### src/rtl/dbgsc_pkg.sv
package dbgsc_pkg;
  localparam int unsigned REG_W  = 64;
  localparam int unsigned STAT_W = 7;
  localparam int unsigned CMD_W  = 5;
  localparam int unsigned FLG_W  = 4;

  // status bit positions (software decodes these)
  localparam int unsigned B_DBGINT  = 0;
  localparam int unsigned B_SUSPEND = 1;
  localparam int unsigned B_CPUSTL  = 2;
  localparam int unsigned B_CTLSTL  = 3;
  localparam int unsigned B_DBGACT  = 4;
  localparam int unsigned B_STOPEV  = 5;
  localparam int unsigned B_RSTEV   = 6;

  // command bits, packed msb first = write bit 4 down to bit 0
  typedef struct packed {
    logic unstall;
    logic dbgint_req;
    logic sysmgmt_req;
    logic stop_clk;
    logic dbg_stall;
  } cmd_t;

  // sticky flag slots
  localparam int unsigned F_SUSPEND = 0;
  localparam int unsigned F_DBGACT  = 1;
  localparam int unsigned F_STOPEV  = 2;
  localparam int unsigned F_RSTEV   = 3;
endpackage

### src/rtl/dbgsc_sticky.sv
module dbgsc_sticky #(
  parameter int unsigned W = 4
) (
  input  logic         clk,
  input  logic         rst_n,
  input  logic [W-1:0] set_i,
  input  logic         rd_clr_i,
  output logic [W-1:0] flag_o
);
  logic [W-1:0] flag_d;

  always_comb begin
    flag_d = flag_o;
    if (rd_clr_i) flag_d = '0;
    flag_d = flag_d | set_i;
  end

  always_ff @(posedge clk or negedge rst_n) begin
    if (!rst_n) flag_o <= '0;
    else        flag_o <= flag_d;
  end

  AST_FLAG_SET: assert property (@(posedge clk) disable iff (!rst_n)
    (|set_i) |=> ((flag_o & $past(set_i)) == $past(set_i)));
  AST_FLAG_CLR: assert property (@(posedge clk) disable iff (!rst_n)
    rd_clr_i |=> ((flag_o & ~$past(set_i)) == '0));
endmodule

### src/rtl/dbgsc_cmd.sv
module dbgsc_cmd
  import dbgsc_pkg::*;
#(
  parameter int unsigned N_CLK = 8
) (
  input  logic             clk,
  input  logic             rst_n,
  input  logic             wr_stb,
  input  cmd_t             wr_cmd,
  input  logic [N_CLK-1:0] clk_mask,
  input  logic             ack_i,
  output cmd_t             cmd_q,
  output logic [N_CLK-1:0] clk_stop_q,
  output logic             smi_flag_q
);
  cmd_t             cmd_d;
  logic [N_CLK-1:0] clk_stop_d;
  logic             smi_flag_d;

  always_comb begin
    cmd_d      = wr_stb ? wr_cmd : '0;
    clk_stop_d = '0;
    for (int i = 0; i < int'(N_CLK); i++)
      clk_stop_d[i] = cmd_d.stop_clk & clk_mask[i];
    smi_flag_d = cmd_d.sysmgmt_req | (smi_flag_q & ~ack_i);
  end

  always_ff @(posedge clk or negedge rst_n) begin
    if (!rst_n) begin
      cmd_q      <= '0;
      clk_stop_q <= '0;
      smi_flag_q <= 1'b0;
    end else begin
      cmd_q      <= cmd_d;
      clk_stop_q <= clk_stop_d;
      smi_flag_q <= smi_flag_d;
    end
  end

  AST_NO_IDLE_PULSE: assert property (@(posedge clk) disable iff (!rst_n)
    !wr_stb |=> (cmd_q == '0));
  AST_STOP_MASKED: assert property (@(posedge clk) disable iff (!rst_n)
    (|clk_stop_q) |-> cmd_q.stop_clk);
  AST_SMI_FLAG_SET: assert property (@(posedge clk) disable iff (!rst_n)
    cmd_q.sysmgmt_req |-> smi_flag_q);
endmodule

### src/rtl/dbgsc_rdport.sv
module dbgsc_rdport #(
  parameter int unsigned REG_W  = 64,
  parameter int unsigned STAT_W = 7
) (
  input  logic              clk,
  input  logic              rst_n,
  input  logic              rd_stb,
  input  logic [STAT_W-1:0] stat_i,
  output logic              rd_vld,
  output logic [REG_W-1:0]  rd_data
);
  localparam int unsigned PAD_W = REG_W - STAT_W;

  logic [REG_W-1:0] data_d;

  always_comb begin
    data_d = {{PAD_W{1'b0}}, stat_i};
  end

  always_ff @(posedge clk or negedge rst_n) begin
    if (!rst_n) begin
      rd_vld  <= 1'b0;
      rd_data <= '0;
    end else begin
      rd_vld <= rd_stb;
      if (rd_stb) rd_data <= data_d;
    end
  end

  AST_RD_LATENCY: assert property (@(posedge clk) disable iff (!rst_n)
    rd_stb |=> rd_vld);
  AST_RD_NO_SPUR: assert property (@(posedge clk) disable iff (!rst_n)
    !rd_stb |=> !rd_vld);
  AST_RSVD_ZERO: assert property (@(posedge clk) disable iff (!rst_n)
    rd_data[REG_W-1:STAT_W] == '0);
endmodule

### src/rtl/dbg_stat_cmd_reg.sv
module dbg_stat_cmd_reg
  import dbgsc_pkg::*;
#(
  parameter int unsigned N_CLK = 8
) (
  input  logic             clk,
  input  logic             rst_n,
  input  logic             rd_stb,
  input  logic             wr_stb,
  input  logic [63:0]      wr_data,
  output logic             rd_vld,
  output logic [63:0]      rd_data,
  input  logic             boot_rst_mark,
  input  logic             evt_sys_reset,
  input  logic             evt_clk_stopped,
  input  logic             evt_bus_dbg_act,
  input  logic             evt_cpu_suspend,
  input  logic             lvl_ctl_stall,
  input  logic             lvl_cpu_stall,
  input  logic             lvl_dbgint_mode,
  input  logic [N_CLK-1:0] clk_dis_mask,
  input  logic             sysmgmt_ack,
  output logic             unstall_p,
  output logic             dbgint_req_p,
  output logic             sysmgmt_req_p,
  output logic             stop_clk_p,
  output logic             dbg_stall_p,
  output logic [N_CLK-1:0] clk_stop_p,
  output logic             sysmgmt_flag
);
  // one-shot after reset release for the bootstrap strap
  logic armed_q, armed_d;
  logic [FLG_W-1:0]  flg_set, flg_q;
  logic [STAT_W-1:0] stat;
  cmd_t              wr_cmd, cmd_q;
  logic              unused_wr_hi;

  assign unused_wr_hi = ^wr_data[REG_W-1:CMD_W];

  always_comb begin
    armed_d = 1'b0;
  end

  always_ff @(posedge clk or negedge rst_n) begin
    if (!rst_n) armed_q <= 1'b1;
    else        armed_q <= armed_d;
  end

  always_comb begin
    flg_set            = '0;
    flg_set[F_SUSPEND] = evt_cpu_suspend;
    flg_set[F_DBGACT]  = evt_bus_dbg_act;
    flg_set[F_STOPEV]  = evt_clk_stopped;
    flg_set[F_RSTEV]   = evt_sys_reset | (armed_q & boot_rst_mark);
  end

  dbgsc_sticky #(.W(FLG_W)) u_sticky (
    .clk      (clk),
    .rst_n    (rst_n),
    .set_i    (flg_set),
    .rd_clr_i (rd_stb),
    .flag_o   (flg_q)
  );

  always_comb begin
    stat            = '0;
    stat[B_DBGINT]  = lvl_dbgint_mode;
    stat[B_SUSPEND] = flg_q[F_SUSPEND];
    stat[B_CPUSTL]  = lvl_cpu_stall;
    stat[B_CTLSTL]  = lvl_ctl_stall;
    stat[B_DBGACT]  = flg_q[F_DBGACT];
    stat[B_STOPEV]  = flg_q[F_STOPEV];
    stat[B_RSTEV]   = flg_q[F_RSTEV];
  end

  dbgsc_rdport #(.REG_W(REG_W), .STAT_W(STAT_W)) u_rdport (
    .clk     (clk),
    .rst_n   (rst_n),
    .rd_stb  (rd_stb),
    .stat_i  (stat),
    .rd_vld  (rd_vld),
    .rd_data (rd_data)
  );

  assign wr_cmd = cmd_t'(wr_data[CMD_W-1:0]);

  dbgsc_cmd #(.N_CLK(N_CLK)) u_cmd (
    .clk        (clk),
    .rst_n      (rst_n),
    .wr_stb     (wr_stb),
    .wr_cmd     (wr_cmd),
    .clk_mask   (clk_dis_mask),
    .ack_i      (sysmgmt_ack),
    .cmd_q      (cmd_q),
    .clk_stop_q (clk_stop_p),
    .smi_flag_q (sysmgmt_flag)
  );

  assign unstall_p     = cmd_q.unstall;
  assign dbgint_req_p  = cmd_q.dbgint_req;
  assign sysmgmt_req_p = cmd_q.sysmgmt_req;
  assign stop_clk_p    = cmd_q.stop_clk;
  assign dbg_stall_p   = cmd_q.dbg_stall;

  AST_BOOT_FLAG: assert property (@(posedge clk) disable iff (!rst_n)
    ($fell(armed_q) && $past(boot_rst_mark)) |-> flg_q[F_RSTEV]);
  AST_WR_KEEPS_FLAGS: assert property (@(posedge clk) disable iff (!rst_n)
    (wr_stb && !rd_stb) |=> ((flg_q & $past(flg_q)) == $past(flg_q)));
endmodule

### config.mk
export PLATFORM = sky130hd
export DESIGN_NAME = dbg_stat_cmd_reg
export DESIGN_NICKNAME = d
export VERILOG_FILES = /design/src/rtl/dbgsc_pkg.sv /design/src/rtl/dbgsc_sticky.sv /design/src/rtl/dbgsc_cmd.sv /design/src/rtl/dbgsc_rdport.sv /design/src/rtl/dbg_stat_cmd_reg.sv
export SDC_FILE = /design/constraint.sdc
export NUM_CORES = 1
export LEC_CHECK = 0
export ABC_AREA = 1
export BUFFER_PORTS_ARGS = -buffer_cell sky130_fd_sc_hd__buf_2
export CAP_MARGIN = 10
export CORE_ASPECT_RATIO = 1.2
export CORE_MARGIN = 1.5
export CORE_UTILIZATION = 35
export CTS_CLUSTER_DIAMETER = 100
export CTS_CLUSTER_SIZE = 8
export DETAILED_ROUTE_END_ITERATION = 12
export GPL_ROUTABILITY_DRIVEN = 0
export HOLD_SLACK_MARGIN = 0.02
export PLACE_DENSITY = 0.94
export SETUP_SLACK_MARGIN = 0.1
export SYNTH_ARGS = -nofsm -noshare
export SYNTH_HDL_FRONTEND = slang
export SYNTH_HIERARCHICAL = 1
export SYNTH_SLANG_ARGS = --single-unit
### constraint.sdc
create_clock -name clk -period 1.7 [get_ports clk]
set_input_delay 0.17 -clock clk [delete_from_list [all_inputs] [get_ports clk]]
set_output_delay 0.17 -clock clk [all_outputs]
set_load 0.02 [all_outputs]
Yosys cells after proc, flatten, opt, wreduce, memory -nomap -nowiden. Index checks and enable logic that the tools add are counted. Widths: inputs -> output; s select.

Input port bits: 85. Register bits: 27. Memory bits (read-only): 0. Word-level logic and storage cells: 27. Bits in latches: 0. Memories kept: 0. Bits in writable memories: 0.

Reduce and logical (&&, ||, !) cells: 0. Shift operators: 0. Div/mod/pow operators: 0. Multiply operators: 0. Magnitude comparators: 0. Add/sub/neg operators: 0. Eq/ne operators: 0. Bitwise logic cells: 14. Multiplexer cells: 2.

Operators by type and width (count): $and 1x1->1 (10); $mux 5 (1); $mux 4 (1); $or 4x4->4 (1); $or 1x1->1 (2); $not 1->1 (1).

Logic depth before layout (Yosys ltp).
Depth in word-level cells: 3. Gate-level depth with buffers: 4. Depth with buffers taken out: 4.

Modules after synthesis. The synthesis kept the hierarchy.

Modules (own cells, without submodules): dbgsc_rdport (cells an instance 89, seq. area each 200.2 µm², instances 1, area each 725.7 µm²); dbgsc_cmd (cells an instance 43, seq. area each 350.3 µm², instances 1, area each 466.7 µm²); dbgsc_sticky (cells an instance 17, seq. area each 100.1 µm², instances 1, area each 148.9 µm²); dbg_stat_cmd_reg (cells an instance 5, seq. area each 26.3 µm², instances 1, area each 41.3 µm²).

Least setup slack after synthesis. Ideal clock, no wire load.

Path kind: register to register. Start point: register armed_q. End point: register u_sticky.flag_o[3]. Path slack: 986 ps. Cell stages (with the launch flop): 5. Library setup time: 65 ps. Arrival time: 649 ps. Clock period less this slack: 714 ps. Path through: dfstp_2 -> nand2_1 -> nand2_1 -> inv_1 -> nand2_1.

Cells in the longest elaborated chain, start to end: 3.

RTL lines: start, declared (RTL line dbg_stat_cmd_reg.sv:32) `logic armed_q, armed_d;`; start signal, assigned (RTL line dbg_stat_cmd_reg.sv:46) `else armed_q <= armed_d;`; $and 1x1->1 (RTL line dbg_stat_cmd_reg.sv:54) `flg_set[F_RSTEV] = evt_sys_reset | (armed_q & boot_rst_mark);`; $or 1x1->1 (RTL line dbg_stat_cmd_reg.sv:54); net flg_set[3] (RTL line dbg_stat_cmd_reg.sv:33) `logic [FLG_W-1:0] flg_set, flg_q;`; $or 4x4->4 (RTL line dbgsc_sticky.sv:15) `flag_d = flag_d | set_i;`; net u_sticky.flag_d[3] (RTL line dbgsc_sticky.sv:10) `logic [W-1:0] flag_d;`; end signal, assigned (RTL line dbgsc_sticky.sv:20) `else flag_o <= flag_d;`; end, declared (RTL line dbgsc_sticky.sv:8) `output logic [W-1:0] flag_o`.

The timed path passes the listed nets, and every way through them passes these cells. A chain may end at the register's enable or synchronous reset.

Worst setup path in the final report.
Start point: register u_cmd.smi_flag_q. End point: output sysmgmt_flag.

RTL lines: start, declared (RTL line dbgsc_cmd.sv:14) `output logic smi_flag_q`; start signal, assigned (RTL line dbgsc_cmd.sv:36) `smi_flag_q <= smi_flag_d;`; end, declared (RTL line dbg_stat_cmd_reg.sv:29) `output logic sysmgmt_flag`.

No word-level cell between the ends.

==> key figures <==
Outcome
  – Status: completed

GRT
  – First-pass GRT wire length: 3.04 mm
  – GRT overflow: 0
  – All-Layer GR Usage: 9.35%
  – Pin count of the biggest net entering global routing: 28
  – Antenna violations before repair: 0
  – Vias in the first global route: 741

Floorplanning
  – FP Rows: 24
  – X dimension of the die: 60.4 um
  – Starting Density: 37.4%
  – Die H: 71.9 um
  – Core area: 0.00369 mm2
  – I/O pin count: 164
  – Die area: 0.00434 mm2

Clock network
  – Post-CTS Resized: 0
  – Worst skew pair latency: 260 ps
  – Clock Tree Root: clkbuf_8
  – Clock sink total: 27
  – Htree depth: 1
  – CTS buffer count: 3
  – # hold bufs at CTS: 1
  – Setup Fix Bufs, Post-CTS: 0
  – Clk slew on worst S/H paths: 90 ps
  – CTS tree: yes
  – CTS max path bufs: 2

Setup path
  – WS Path Type: reg -> out
  – Worst Reg-to-Reg Cells: 4
  – R2R Path End: u_sticky/flag_o[3]
  – Setup slack, reg-to-reg: 950 ps
  – Slowest cell on crit path: dfrtp_1
  – Setup crit start kind: register
  – Critical Path RT: 1530 ps
  – Crit Reg-Reg Startpoint: armed_q
  – Crit path max fanout: 2
  – Critical-path cell list: buf_2
  – Crit-path max cell delay: 390 ps
  – Setup crit end kind: output port
  – Critical Path Start: u_cmd/smi_flag_q
  – Crit path to: sysmgmt_flag
  – Critical Path Stages: 1
  – CP Buf/Inv Count: 1
  – CP delay by family, top: flip-flops
  – Arrival time of the worst setup path: 810 ps

Flow run
  – Max-cap viol count: 0

Routing
  – Via count: 860
  – Routed WL per cell: 7.89 um
  – Number of vias per cell: 3.36
  – Initial drt markers: 23
  – Post-route ant nets: 0
  – Wirelength, routed: 2.02 mm
  – Post-route DRC: 0
  – First drt pass iteration count: 4

Cells and area
  – Ant diodes: 0
  – FF+latch area: 677 um2
  – Area Growth Syn to Fin: 9.14%
  – Fillers: 372
  – Nets@finish: 290
  – Multi-input gate area: 398 um2
  – Share of cells above drive strength 1: 26.5%
  – Non-filler cells, final: 256

STA
  – RSZ-0062 raised after global routing: no
  – Final hold vios: 0
  – Slew Viols, Final: 0
  – Least-Margin Pin Slew: 571 ps
  – Slew headroom: 61.9%
  – Setup Skew: 0.593 ps
  – Setup_tns: 0 ps
  – Post-layout min period: 979 ps
  – Setup violators final: 0
  – Fin crit share: 57.6%
  – Fmax: 1.02 GHz

Yosys
  – Post-Syn Area: 0.00138 mm2
  – Register area share after synthesis: 49.0%
  – Cells after synthesis: 154
  – Synth Register Bits: 27
  – Post-synth cell types: 10
  – Ys Warns: 6
  – Syn avg cell area: 8.98 um2

Pwr
  – Leakage: 0.999 nW
  – Cell Int Power: 0.000911 W
  – Sw power: 0.000415 W
  – Flop pwr share: 52.5%
  – Pwr Density: 879 mW/mm2
  – Max VDD drop: 384 uV
  – Net Sw Frac: 31.3%
  – Combinational Power Share: 21.2%
  – Clk pwr share: 26.3%

Placement
  – DP HPWL: 1.63 mm
  – # placed instances: 251
  – Port Buffers: 47

Hold path
  – HP Class: in -> reg
sequential cells by signal, summed over array words and instances, names as in the netlist:
signal,cells
u_cmd/clk_stop_q,8
u_rdport/rd_data,7
u_cmd/cmd_q,5
u_sticky/flag_o,4
armed_q,1
u_cmd/smi_flag_q,1
u_rdport/rd_vld,1
cell usage in the layout, fill, tap and decap left out, drive strengths merged:
cell type and instances:
buf 47, clkbuf 4, conb 58, dfrtp 26, dfstp 1, dlygate4sd3 1, inv 21, nand2 38
nor2 8
routing by layer:
metal / vias up / GRT usage, % / wire length (um)
li1: 425 / - / -
met1: 376 / 9.74 / 735
met2: 57 / 16.9 / 1080
met3: 2 / 2.35 / 191
met4: 0 / 4.44 / 16
met5: - / 0 / 0
logic make-up (layout without fill, tap and decap cells):
logic type             after synthesis  count (layout)  share of synthesized area [%]
other                                2              58                          0.543
AND/OR/NAND/NOR                     46              46                           13.0
buffers and inverters               79              73                           37.5
flip-flops                          27              27                           49.0
synth_stat cells, drive strengths merged:
library cell,number,share of area (%)
buf,58,32
nand2,38,11
dfrtp,26,47
inv,21,5.7
nor2,8,2.2
conb,2,0.54
dfstp,1,1.9
power groups by stage:
| stage | registers (W) | logic, W | clock network, W |
|---|---|---|---|
| floorplan | 0.000753 | 0.000254 | 0 |
| global placement | 0.000708 | 0.000276 | 0 |
| detailed placement | 0.000710 | 0.000280 | 0 |
| CTS | 0.000698 | 0.000282 | 0.000368 |
| global route | 0.000703 | 0.000310 | 0.000405 |
| finish | 0.000697 | 0.000281 | 0.000349 |
layout make-up:
type                    count  share of cell area, %
well taps                  52                   4.31
clock buffers               4                   2.99
multi-input cells         104                   26.4
repair buffers             48                   16.3
flip-flops and latches     27                   44.9
inverters                  21                   5.22
how the worst min path moves through the flow:
stage | from | end | depth (start not counted)
after global routing | evt_bus_dbg_act | u_sticky/flag_o[1] | 3
after detailed placement | rst_n | u_rdport/rd_data[6] | 1
final | evt_bus_dbg_act | u_sticky/flag_o[1] | 3
after floorplan | rst_n | u_cmd/clk_stop_q[0] | 0
after CTS | wr_data[4] | u_cmd/cmd_q[4] | 3
after global placement | rst_n | u_rdport/rd_data[0] | 1
stage by stage:
step	setup slack [ps]	util [%]	power (W)	cell area, um2	hold WS, ps
3_5_place_dp	966	39.4	0.000990	1450	208
6_report	721	40.9	0.00133	1510	87.5
4_1_cts	707	40.9	0.00135	1510	82.7
5_1_grt	670	40.9	0.00142	1510	89.4
3_3_place_gp	966	39.4	0.000984	1450	201
2_1_floorplan	986	-	0.00101	1590	-126
Power figures use the tool's default switching activity.
